File: src/rtl/tta_pkg.sv
`timescale 1ns/1ps
package tta_pkg;

    // device chosen by decoding a trigger address
    typedef enum logic [2:0] {
        DEV_NONE  = 3'd0,
        DEV_ADD   = 3'd1,
        DEV_SUB   = 3'd2,
        DEV_INC   = 3'd3,
        DEV_COPY  = 3'd4,
        DEV_READ  = 3'd5,
        DEV_WRITE = 3'd6,
        DEV_HALT  = 3'd7
    } dev_e;

    // default trigger slots
    localparam int SLOT_ADD  = 20;
    localparam int SLOT_SUB  = 21;
    localparam int SLOT_INC  = 22;
    localparam int SLOT_COPY = 23;
    localparam int SLOT_READ = 30;
    localparam int DMEM_BASE = 32;
    localparam int DMEM_WORDS = 32;

endpackage

File: src/rtl/tta_decode.sv
`timescale 1ns/1ps
module tta_decode
    import tta_pkg::*;
#(
    parameter int ADDR_W    = 6,
    parameter int ADD_AT    = SLOT_ADD,
    parameter int SUB_AT    = SLOT_SUB,
    parameter int INC_AT    = SLOT_INC,
    parameter int COPY_AT   = SLOT_COPY,
    parameter int READ_AT   = SLOT_READ,
    parameter int MEM_BASE  = DMEM_BASE,
    parameter int MEM_DEPTH = DMEM_WORDS,
    localparam int IDX_W    = (MEM_DEPTH > 1) ? $clog2(MEM_DEPTH) : 1
) (
    input  logic [ADDR_W-1:0] addr,
    output dev_e              dev,
    output logic [IDX_W-1:0]  mem_idx
);

    localparam logic [ADDR_W:0] MEM_LO = (ADDR_W+1)'(MEM_BASE);
    localparam logic [ADDR_W:0] MEM_HI = (ADDR_W+1)'(MEM_BASE + MEM_DEPTH);

    logic [ADDR_W:0] addr_ext;
    assign addr_ext = {1'b0, addr};

    // halt is tested first so it wins over any window it overlaps
    always_comb begin
        dev     = DEV_NONE;
        mem_idx = '0;
        if (&addr) begin
            dev = DEV_HALT;
        end else if (addr == ADDR_W'(ADD_AT)) begin
            dev = DEV_ADD;
        end else if (addr == ADDR_W'(SUB_AT)) begin
            dev = DEV_SUB;
        end else if (addr == ADDR_W'(INC_AT)) begin
            dev = DEV_INC;
        end else if (addr == ADDR_W'(COPY_AT)) begin
            dev = DEV_COPY;
        end else if (addr == ADDR_W'(READ_AT)) begin
            dev = DEV_READ;
        end else if (addr_ext >= MEM_LO && addr_ext < MEM_HI) begin
            dev     = DEV_WRITE;
            mem_idx = IDX_W'(addr - ADDR_W'(MEM_BASE));
        end
    end

endmodule

File: src/rtl/tta_alu.sv
`timescale 1ns/1ps
module tta_alu
    import tta_pkg::*;
#(
    parameter int DATA_W = 8
) (
    input  dev_e              dev,
    input  logic [DATA_W-1:0] acc_q,
    input  logic [DATA_W-1:0] opr_q,
    input  logic [DATA_W-1:0] rd_data,
    output logic [DATA_W-1:0] acc_d,
    output logic [DATA_W-1:0] opr_d
);

    localparam logic [DATA_W-1:0] ONE = DATA_W'(1);

    // every result is DATA_W wide, so sums wrap modulo 2**DATA_W
    always_comb begin
        acc_d = acc_q;
        opr_d = opr_q;
        unique case (dev)
            DEV_ADD:  acc_d = acc_q + opr_q;
            DEV_SUB:  acc_d = acc_q - opr_q;
            DEV_INC:  acc_d = acc_q + ONE;
            DEV_COPY: opr_d = acc_q;
            DEV_READ: acc_d = rd_data;
            default:  ;
        endcase
    end

endmodule

File: src/rtl/tta_dmem.sv
`timescale 1ns/1ps
module tta_dmem #(
    parameter int DATA_W = 8,
    parameter int BASE   = 32,
    parameter int DEPTH  = 32,
    localparam int IDX_W = (DEPTH > 1) ? $clog2(DEPTH) : 1
) (
    input  logic              clk,
    input  logic              rst,
    input  logic              we,
    input  logic [IDX_W-1:0]  widx,
    input  logic [DATA_W-1:0] wdata,
    input  logic [DATA_W-1:0] rd_ptr,
    output logic [DATA_W-1:0] rd_data
);

    localparam logic [DATA_W:0] RD_LO = (DATA_W+1)'(BASE);
    localparam logic [DATA_W:0] RD_HI = (DATA_W+1)'(BASE + DEPTH);

    logic [DATA_W-1:0] mem_q [DEPTH];
    logic [DATA_W-1:0] mem_d [DEPTH];

    // next value of each word: its own write strobe
    for (genvar g = 0; g < DEPTH; g++) begin : g_word
        always_comb begin
            mem_d[g] = mem_q[g];
            if (we && widx == IDX_W'(g)) begin
                mem_d[g] = wdata;
            end
        end

        always_ff @(posedge clk) begin
            if (rst) begin
                mem_q[g] <= '0;
            end else begin
                mem_q[g] <= mem_d[g];
            end
        end
    end

    // read port addressed by a full data-space pointer
    logic              rd_hit;
    logic [IDX_W-1:0]  rd_idx;

    always_comb begin
        rd_hit  = ({1'b0, rd_ptr} >= RD_LO) && ({1'b0, rd_ptr} < RD_HI);
        rd_idx  = IDX_W'(rd_ptr - DATA_W'(BASE));
        rd_data = rd_hit ? mem_q[rd_idx] : '0;
    end

    // a strobed word holds the written data one clock later
    assert_write_lands_R8: assert property (@(posedge clk) disable iff (rst)
        we |=> mem_q[$past(widx)] == $past(wdata))
        else $error("data word did not take the written value");

endmodule

File: src/rtl/tta_core.sv
`timescale 1ns/1ps
module tta_core
    import tta_pkg::*;
#(
    parameter int DATA_W    = 8,
    parameter int ADDR_W    = 6,
    parameter int MEM_BASE  = DMEM_BASE,
    parameter int MEM_DEPTH = DMEM_WORDS
) (
    input  logic              clk,
    input  logic              rst,
    output logic [ADDR_W-1:0] prog_addr,
    input  logic [ADDR_W-1:0] prog_word,
    output logic [DATA_W-1:0] acc,
    output logic [DATA_W-1:0] opr,
    output logic              done
);

    localparam int IDX_W = (MEM_DEPTH > 1) ? $clog2(MEM_DEPTH) : 1;
    localparam logic [ADDR_W-1:0] PC_ONE = ADDR_W'(1);
    localparam logic [ADDR_W-1:0] HALT_W = '1;
    localparam logic [ADDR_W:0] DW_LO = (ADDR_W+1)'(MEM_BASE);
    localparam logic [ADDR_W:0] DW_HI = (ADDR_W+1)'(MEM_BASE + MEM_DEPTH);

    typedef struct packed {
        logic [ADDR_W-1:0] pc;
        logic [DATA_W-1:0] acc;
        logic [DATA_W-1:0] opr;
        logic              done;
    } core_st_t;

    core_st_t st_q, st_d;

    dev_e              dev;
    logic [IDX_W-1:0]  mem_idx;
    logic [DATA_W-1:0] rd_data;
    logic [DATA_W-1:0] alu_acc, alu_opr;
    logic              mem_we;

    tta_decode #(
        .ADDR_W    (ADDR_W),
        .MEM_BASE  (MEM_BASE),
        .MEM_DEPTH (MEM_DEPTH)
    ) u_decode (
        .addr    (prog_word),
        .dev     (dev),
        .mem_idx (mem_idx)
    );

    tta_alu #(
        .DATA_W (DATA_W)
    ) u_alu (
        .dev     (dev),
        .acc_q   (st_q.acc),
        .opr_q   (st_q.opr),
        .rd_data (rd_data),
        .acc_d   (alu_acc),
        .opr_d   (alu_opr)
    );

    tta_dmem #(
        .DATA_W (DATA_W),
        .BASE   (MEM_BASE),
        .DEPTH  (MEM_DEPTH)
    ) u_dmem (
        .clk     (clk),
        .rst     (rst),
        .we      (mem_we),
        .widx    (mem_idx),
        .wdata   (st_q.acc),
        .rd_ptr  (st_q.opr),
        .rd_data (rd_data)
    );

    // next state of the core
    always_comb begin
        st_d   = st_q;
        mem_we = 1'b0;
        if (!st_q.done) begin
            if (dev == DEV_HALT) begin
                st_d.done = 1'b1;
            end else begin
                st_d.pc  = st_q.pc + PC_ONE;
                st_d.acc = alu_acc;
                st_d.opr = alu_opr;
                mem_we   = (dev == DEV_WRITE);
            end
        end
    end

    always_ff @(posedge clk) begin
        if (rst) begin
            st_q <= '0;
        end else begin
            st_q <= st_d;
        end
    end

    assign prog_addr = st_q.pc;
    assign acc       = st_q.acc;
    assign opr       = st_q.opr;
    assign done      = st_q.done;

    // ---------------- assertions ----------------
    assert_pc_step_R2: assert property (@(posedge clk) disable iff (rst)
        (!done && prog_word != HALT_W) |=> prog_addr == ADDR_W'($past(prog_addr) + PC_ONE))
        else $error("program counter did not step");

    assert_add_R3: assert property (@(posedge clk) disable iff (rst)
        (!done && prog_word == ADDR_W'(SLOT_ADD)) |=> acc == DATA_W'($past(acc) + $past(opr)))
        else $error("add slot result wrong");

    assert_copy_R6: assert property (@(posedge clk) disable iff (rst)
        (!done && prog_word == ADDR_W'(SLOT_COPY)) |=> (opr == $past(acc)) && $stable(acc))
        else $error("copy slot result wrong");

    assert_read_outside_R7: assert property (@(posedge clk) disable iff (rst)
        (!done && prog_word == ADDR_W'(SLOT_READ) && (opr < DATA_W'(MEM_BASE))) |=> acc == '0)
        else $error("read below the data window returned nonzero");

    assert_write_keeps_regs_R8: assert property (@(posedge clk) disable iff (rst)
        (!done && {1'b0, prog_word} >= DW_LO && {1'b0, prog_word} < DW_HI && prog_word != HALT_W)
        |=> $stable(acc) && $stable(opr))
        else $error("data write disturbed a register");

    assert_halt_rise_R10: assert property (@(posedge clk) disable iff (rst)
        (!done && prog_word == HALT_W) |=> done && $stable(prog_addr) && $stable(acc) && $stable(opr))
        else $error("halt word did not stop the core");

    assert_halt_hold_R10: assert property (@(posedge clk) disable iff (rst)
        done |=> done && $stable(prog_addr) && $stable(acc) && $stable(opr))
        else $error("halted core changed state");

    assert_halt_no_write_R10: assert property (@(posedge clk) disable iff (rst)
        (prog_word == HALT_W) |-> !mem_we)
        else $error("halt word strobed a data write");

endmodule

File: config.mk
export PLATFORM = sky130hd
export DESIGN_NAME = tta_core
export DESIGN_NICKNAME = d
export VERILOG_FILES = /design/src/rtl/tta_pkg.sv /design/src/rtl/tta_decode.sv /design/src/rtl/tta_alu.sv /design/src/rtl/tta_dmem.sv /design/src/rtl/tta_core.sv
export SDC_FILE = /design/constraint.sdc
export NUM_CORES = 1
export LEC_CHECK = 0
export ABC_AREA = 1
export BUFFER_PORTS_ARGS = -buffer_cell sky130_fd_sc_hd__buf_2
export CORE_MARGIN = 5
export CORE_UTILIZATION = 55
export DETAILED_ROUTE_END_ITERATION = 7
export GPL_TIMING_DRIVEN = 0
export PLACE_DENSITY = 0.71
export SETUP_SLACK_MARGIN = 0.15
export SYNTH_ARGS = -nofsm -noshare
export SYNTH_HDL_FRONTEND = slang
export SYNTH_SLANG_ARGS = --single-unit
File: constraint.sdc
create_clock -name clk -period 3.39 [get_ports clk]
set_input_delay 0.678 -clock clk [delete_from_list [all_inputs] [get_ports clk]]
set_output_delay 0.678 -clock clk [all_outputs]
set_load 0.02 [all_outputs]
== Word-level counts from Yosys, hierarchy flattened ==
Memory sizes are Yosys's and may differ from the RTL's.
Index checks and enable logic that the tools add are counted.

* Bits in registers: 23
* Memory bits (writable): 256
* Input bits: 8
* Output and inout bits: 23
* Word-level logic and storage cells: 283
* Memories kept: 1

{| class="wikitable"
|+ Memories
! name !! words !! bits a word !! rd ports !! clocked after Yosys merged registers in !! write ports !! RTL line !! RTL
|-
| u_dmem.mem_q || 32 || 8 || 1 || 0 || 32 || tta_dmem.sv:20 || <nowiki>logic [DATA_W-1:0] mem_q [DEPTH];</nowiki>
|}

* Add/subtract/negate cells: 6
* $lt $le $gt $ge: 4
* Equal/unequal tests: 75
* Mux-type cells: 87
* Bitwise logic cells: 34
* Reduce and logical (&&, ||, !) cells: 72

{| class="wikitable"
|+ Operator list
! kind !! count
|-
| two-way mux 8 bit || 65
|-
| == test 5 bit, second input constant || 16
|-
| AND reduction 2 bit || 33
|-
| == test 5 x 4 -> 1 bit, second input constant || 8
|-
| two-way mux 5 bit || 7
|-
| logical AND 1 bit || 34
|-
| != test 1 bit, second input constant || 32
|-
| OR 1 bit || 32
|-
| case mux 8 bit (4 select lines) || 1
|-
| == test 6 x 5 -> 1 bit, second input constant || 5
|-
| two-way mux 3 bit || 7
|-
| == test 5 x 3 -> 1 bit, second input constant || 4
|-
| == test 3 bit, second input constant || 4
|-
| == test 5 x 2 -> 1 bit, second input constant || 2
|-
| subtractor 5 x 1 -> 5 bit, second input constant || 2
|-
| adder 8 x 1 -> 8 bit, second input constant || 1
|-
| adder 8 bit || 1
|-
| >= comparator 8 x 6 -> 1 bit, second input constant || 1
|-
| < comparator 8 x 7 -> 1 bit, second input constant || 1
|-
| subtractor 8 bit || 1
|-
| < comparator 6 x 7 -> 1 bit, second input constant || 1
|-
| two-way mux 1 bit || 7
|-
| adder 6 x 1 -> 6 bit, second input constant || 1
|-
| == test 3 x 2 -> 1 bit, second input constant || 2
|-
| 8 further kinds || 10
|}

== Depth between registers and ports, before layout ==
* Depth in word-level cells: 16
* Gate-level depth with buffers: 24
* Gate-level depth less buffers: 24

== Hierarchy ==
A second synthesis with hierarchy kept.

* Cells, all modules: 1596
* Area, all modules: 13860.8 um2

{| class="wikitable"
|+ By module, submodules not included
! module !! instances !! cells an instance !! area an instance (um2) !! sequential area each (um2)
|-
| tta_dmem || 1 || 1292 || 12034.0 || 7687.4
|-
| tta_core || 1 || 118 || 894.6 || 460.4
|-
| tta_alu || 1 || 152 || 790.8 || 0.0
|-
| tta_decode || 1 || 34 || 141.4 || 0.0
|}

== Worst setup path before layout ==
Ideal clock, no wire load.

* Path kind: input -> register
* Start point: input port prog_word[4]
* End point: register st_q, in the netlist acc[7]
* Library setup time: 0.109 ns
* Arrival time: 2.712 ns
* Data required time: 3.281 ns
* Path slack: 0.569 ns
* Cell stages on the path: 22
* Buffers on the path: 0
* Cells stage by stage: inv_1 -> nor2_1 -> nand4_2 -> nand2_1 -> nor2_2 -> nor2_1 -> inv_1 -> o21ai_0 -> a21oi_1 -> ha_1 -> nand2_1 -> nand2_1 -> a21oi_1 -> nand2_1 -> nand2_1 -> nand2_1 -> inv_1 -> nand2_1 -> nand3_1 -> nand3_1 -> nand2_1 -> inv_1

* Longest elaborated chain between the ends: 12
* Elaborated cells on any way between the ends: 25
* Classes of those cells: 2 x order compare; 10 x eq/ne; 8 x mux; 1 x bitwise; 4 x reduce/logical

{| class="wikitable"
|+ RTL lines
! item !! RTL line !! RTL
|-
| start: declaration || tta_core.sv:13 || <nowiki>input logic [ADDR_W-1:0] prog_word,</nowiki>
|-
| < comparator 6 x 7 -> 1 bit / >= comparator 6 bit (equally long branches) || tta_decode.sv:42 || <nowiki>end else if (addr_ext >= MEM_LO && addr_ext < MEM_HI) begin</nowiki>
|-
| logical AND 1 bit || tta_decode.sv:42 ||
|-
| two-way mux 3 bit || tta_decode.sv:42 ||
|-
| two-way mux 3 bit || tta_decode.sv:40 || <nowiki>end else if (addr == ADDR_W'(READ_AT)) begin</nowiki>
|-
| two-way mux 3 bit || tta_decode.sv:38 || <nowiki>end else if (addr == ADDR_W'(COPY_AT)) begin</nowiki>
|-
| two-way mux 3 bit || tta_decode.sv:36 || <nowiki>end else if (addr == ADDR_W'(INC_AT)) begin</nowiki>
|-
| two-way mux 3 bit || tta_decode.sv:34 || <nowiki>end else if (addr == ADDR_W'(SUB_AT)) begin</nowiki>
|-
| two-way mux 3 bit || tta_decode.sv:32 || <nowiki>end else if (addr == ADDR_W'(ADD_AT)) begin</nowiki>
|-
| two-way mux 3 bit (*) || tta_decode.sv:30 || <nowiki>if (&addr) begin</nowiki>
|-
| == test 3 x 1 -> 1 bit (tied with other cells) || tta_alu.sv:21 || <nowiki>unique case (dev)</nowiki>
|-
| nonzero test 4 bit (no source line) / NOT 1 bit (equally long branches) || -- ||
|-
| AND reduction 3 bit (no source line) || -- ||
|-
| end signal: assignment || tta_core.sv:95 || <nowiki>st_q <= st_d;</nowiki>
|-
| end: declaration || tta_core.sv:32 || <nowiki>core_st_t st_q, st_d;</nowiki>
|}

Every way passes the cells marked *; elsewhere a longest branch is shown, timed or not.
A chain may end at the register's enable or synchronous reset.

==> impl_metrics.toml <==
[setup_path]
startpoint_type = "primary input"
cp_data_required_time_ns = 3.57
critPathKind = "primary input to register"
arrival_ns = 3.35
cp-end-kind = "register"
critPathMaxFanout = 8

[timing]
fin_crit_ns = 3.17
max_freq_mhz = 316
whs_ns = 0.497
finalSetupViolations = 0
fin_crit_sh_pct = 93.4
timing.final.ws_setup_ns = 0.222
rsz0062_at_grt = "no"
clock_skew_ns = 0.0273
slew_viol_final = 0
slew_headroom_pct = 8.20
finalHoldViolations = 0
worst_slew_pin_slew_ns = 1.36

[final_layout]
final_layout_size_suffix_gt1_share_pct = 9.38
area_growth_syn_to_layout_pct = 11.6
diodes = 0
fillCellCount = 2170
final_cell_mix = "nor2_1, edfxtp_1, nand2_1"
instances_no_fill = 1897
final_common_cell = "nor2_1"
nets = 1566

[synth]
syn-instance-count = 1472
synth_top_family_by_area = "simple AND/OR/NAND/NOR gates"
synth.avg_cell_area_um2 = 9.40
synth_compound_area_share_pct = 8.45
synthSimpleGateAreaFrac_pct = 25.0
synthAdderAreaFrac_pct = 1.14
synth_seq_cells = 284
syn-cell-area_um2 = 13800
synthXorXnorAreaFrac_pct = 0.316
yosysUniqueCellTypes = 36
muxShareOfSynthArea_pct = 0
yosysSeqAreaShare_pct = 59.6
ys_warn_count = 0

[global_route]
antenna_found_initial = 0
track_usage_pct = 32.6
grt-ovfl-total = 0
grt_max_degree = 16
grt_pass1_vias = 10870
grt_pass1_wl_mm = 68.9

[floorplan]
core_um2 = 25000
num_io_pins = 31
die_h_um = 169
rows = 58
die_area_um2 = 28400
initial_core_util_pct = 55.4
die_w_um = 169

[placed_design]
globalplace.congestion = 1.06
io_buffers = 29
dp_hpwl_mm = 33.6
pre_cts_slack_ns = -0.433
dpl.cell_count = 1844

[clocking]
cts_max_level = 1
clock_path_buffers = 3
cts_inserted_buffers = 30
cts_tree = "yes"
cts.sinks = 284
cts_root_buf = "clkbuf_16"
cts_setup_buffers = 0
path_clk_slew_ns = 0.06
clock_latency_ns = 0.58

[power]
peakVddDrop_mv = 0.466
powerDensity_nw_per_um2 = 515
power.leakage_nw = 5.62

[outcome]
status = "completed"

[hold_path]
hold_class = "register to register"

[drt]
vias_per_cell = 5.97
drc_errors = 0
wl_per_cell_um = 24.4
dr.first_iter.drc_count = 1440
vias = 11322
wirelength_mm = 46.4
drtAntennaViolNets = 0
dr.pass1.iters = 6

[flow_run]
max_cap_viol_count = 0
per-layer routing:
layer | part of all wire [%] | track usage, % | routed length (um) | vias to the layer above
met5 | 0 | 0 | 0 | -
met1 | 39 | 44.9 | 18300 | 5413
met3 | 10 | 5.56 | 4670 | 142
li1 | - | - | - | 5120
met4 | 5.2 | 13.8 | 2410 | 0
met2 | 45 | 51.5 | 21000 | 647
metrics by stage:
stage               setup TNS, ns  total power [W]  util, %  cell area [um2]
floorplan                       0          0.00439        -            13900
global placement           -57.54          0.00461     57.8            14400
detailed placement         -30.29          0.00462     57.9            14500
CTS                             0          0.00792     61.9            15400
global route                    0          0.00813     61.9            15400
finish                          0          0.00795     61.9            15400
critical path: stages:
cell	delay [ns]
buf_2	0.14
nand2_1	0.13
nor3_4	0.09
nor3_1	0.33
nand2_1	0.21
nor2_1	0.50
inv_1	0.17
o21ai_0	1.08
registers in the layout, summed over array words and instances (netlist names), named ones only:
register	cells
acc	8
prog_addr	6
u_dmem.mem_q	256
opr	8
done	1
layout make-up:
class                   instances  area (um2)  share of cell area (%)
plain buffers                  92         387                    2.50
clock buffers                  36         773                    5.00
clock inverters                17         216                    1.40
inverters                      98         370                    2.40
multi-input cells            1005        4860                    31.5
flip-flops and latches        284        8250                    53.4
well taps                     330         413                    2.67
repair buffers                 35         183                    1.18
what timing repair did:
item,CTS,global route
resized for setup,1,4
endpoints found under the setup margin,8,32
hold buffers,0,0
where the power goes:
part / leakage [nW] / total, W / internal (W) / switching, W
combinational: 2.27 / 0.000575 / 0.000123 / 0.000452
clock: 0.480 / 0.00339 / 0.00199 / 0.00140
sequential: 2.87 / 0.00399 / 0.00394 / 0.0000491
cell usage after synthesis (all sizes together):
cell,n,area share [%]
nor2,448,12
edfxtp,256,56
nand3,150,7.3
o21ai,144,5.2
nand2,133,3.6
inv,96,2.6
clkbuf,67,1.8
a21oi,36,1.3
o211ai,35,1.9
dfxtp,28,4.1
buf,25,0.98
nor3,17,0.92
ha,11,0.99
or2,9,0.41
xor2,5,0.32
nand4,4,0.23
clkinv,2,0.054
a31oi,1,0.045
and3,1,0.045
conb,1,0.027
fa,1,0.14
nor3b,1,0.054
nor4,1,0.090
cells by family (layout without fill, tap and decap cells):
logic type | count (synthesis) | count (layout)
other cells | 1 | 8
fa+ha+maj | 12 | 12
compound gates | 216 | 216
flops | 284 | 284
simple gates | 764 | 764
xor+xnor | 5 | 5
buf+inv | 190 | 278
final timing paths:
path / end / depth (start not counted) / slack, ns / start
max: u_dmem.mem_q[21][0]$_SDFFCE_PN0P_ / 8 / 0.22 / prog_word[0]
min reg2reg: prog_addr[2]$_SDFFE_PP0P_ / 2 / 0.50 / prog_addr[2]$_SDFFE_PP0P_
min: prog_addr[2]$_SDFFE_PP0P_ / 2 / 0.50 / prog_addr[2]$_SDFFE_PP0P_
max reg2reg: acc[3]$_SDFFE_PP0P_ / 10 / 0.57 / register
Power figures use the tool's default switching activity.
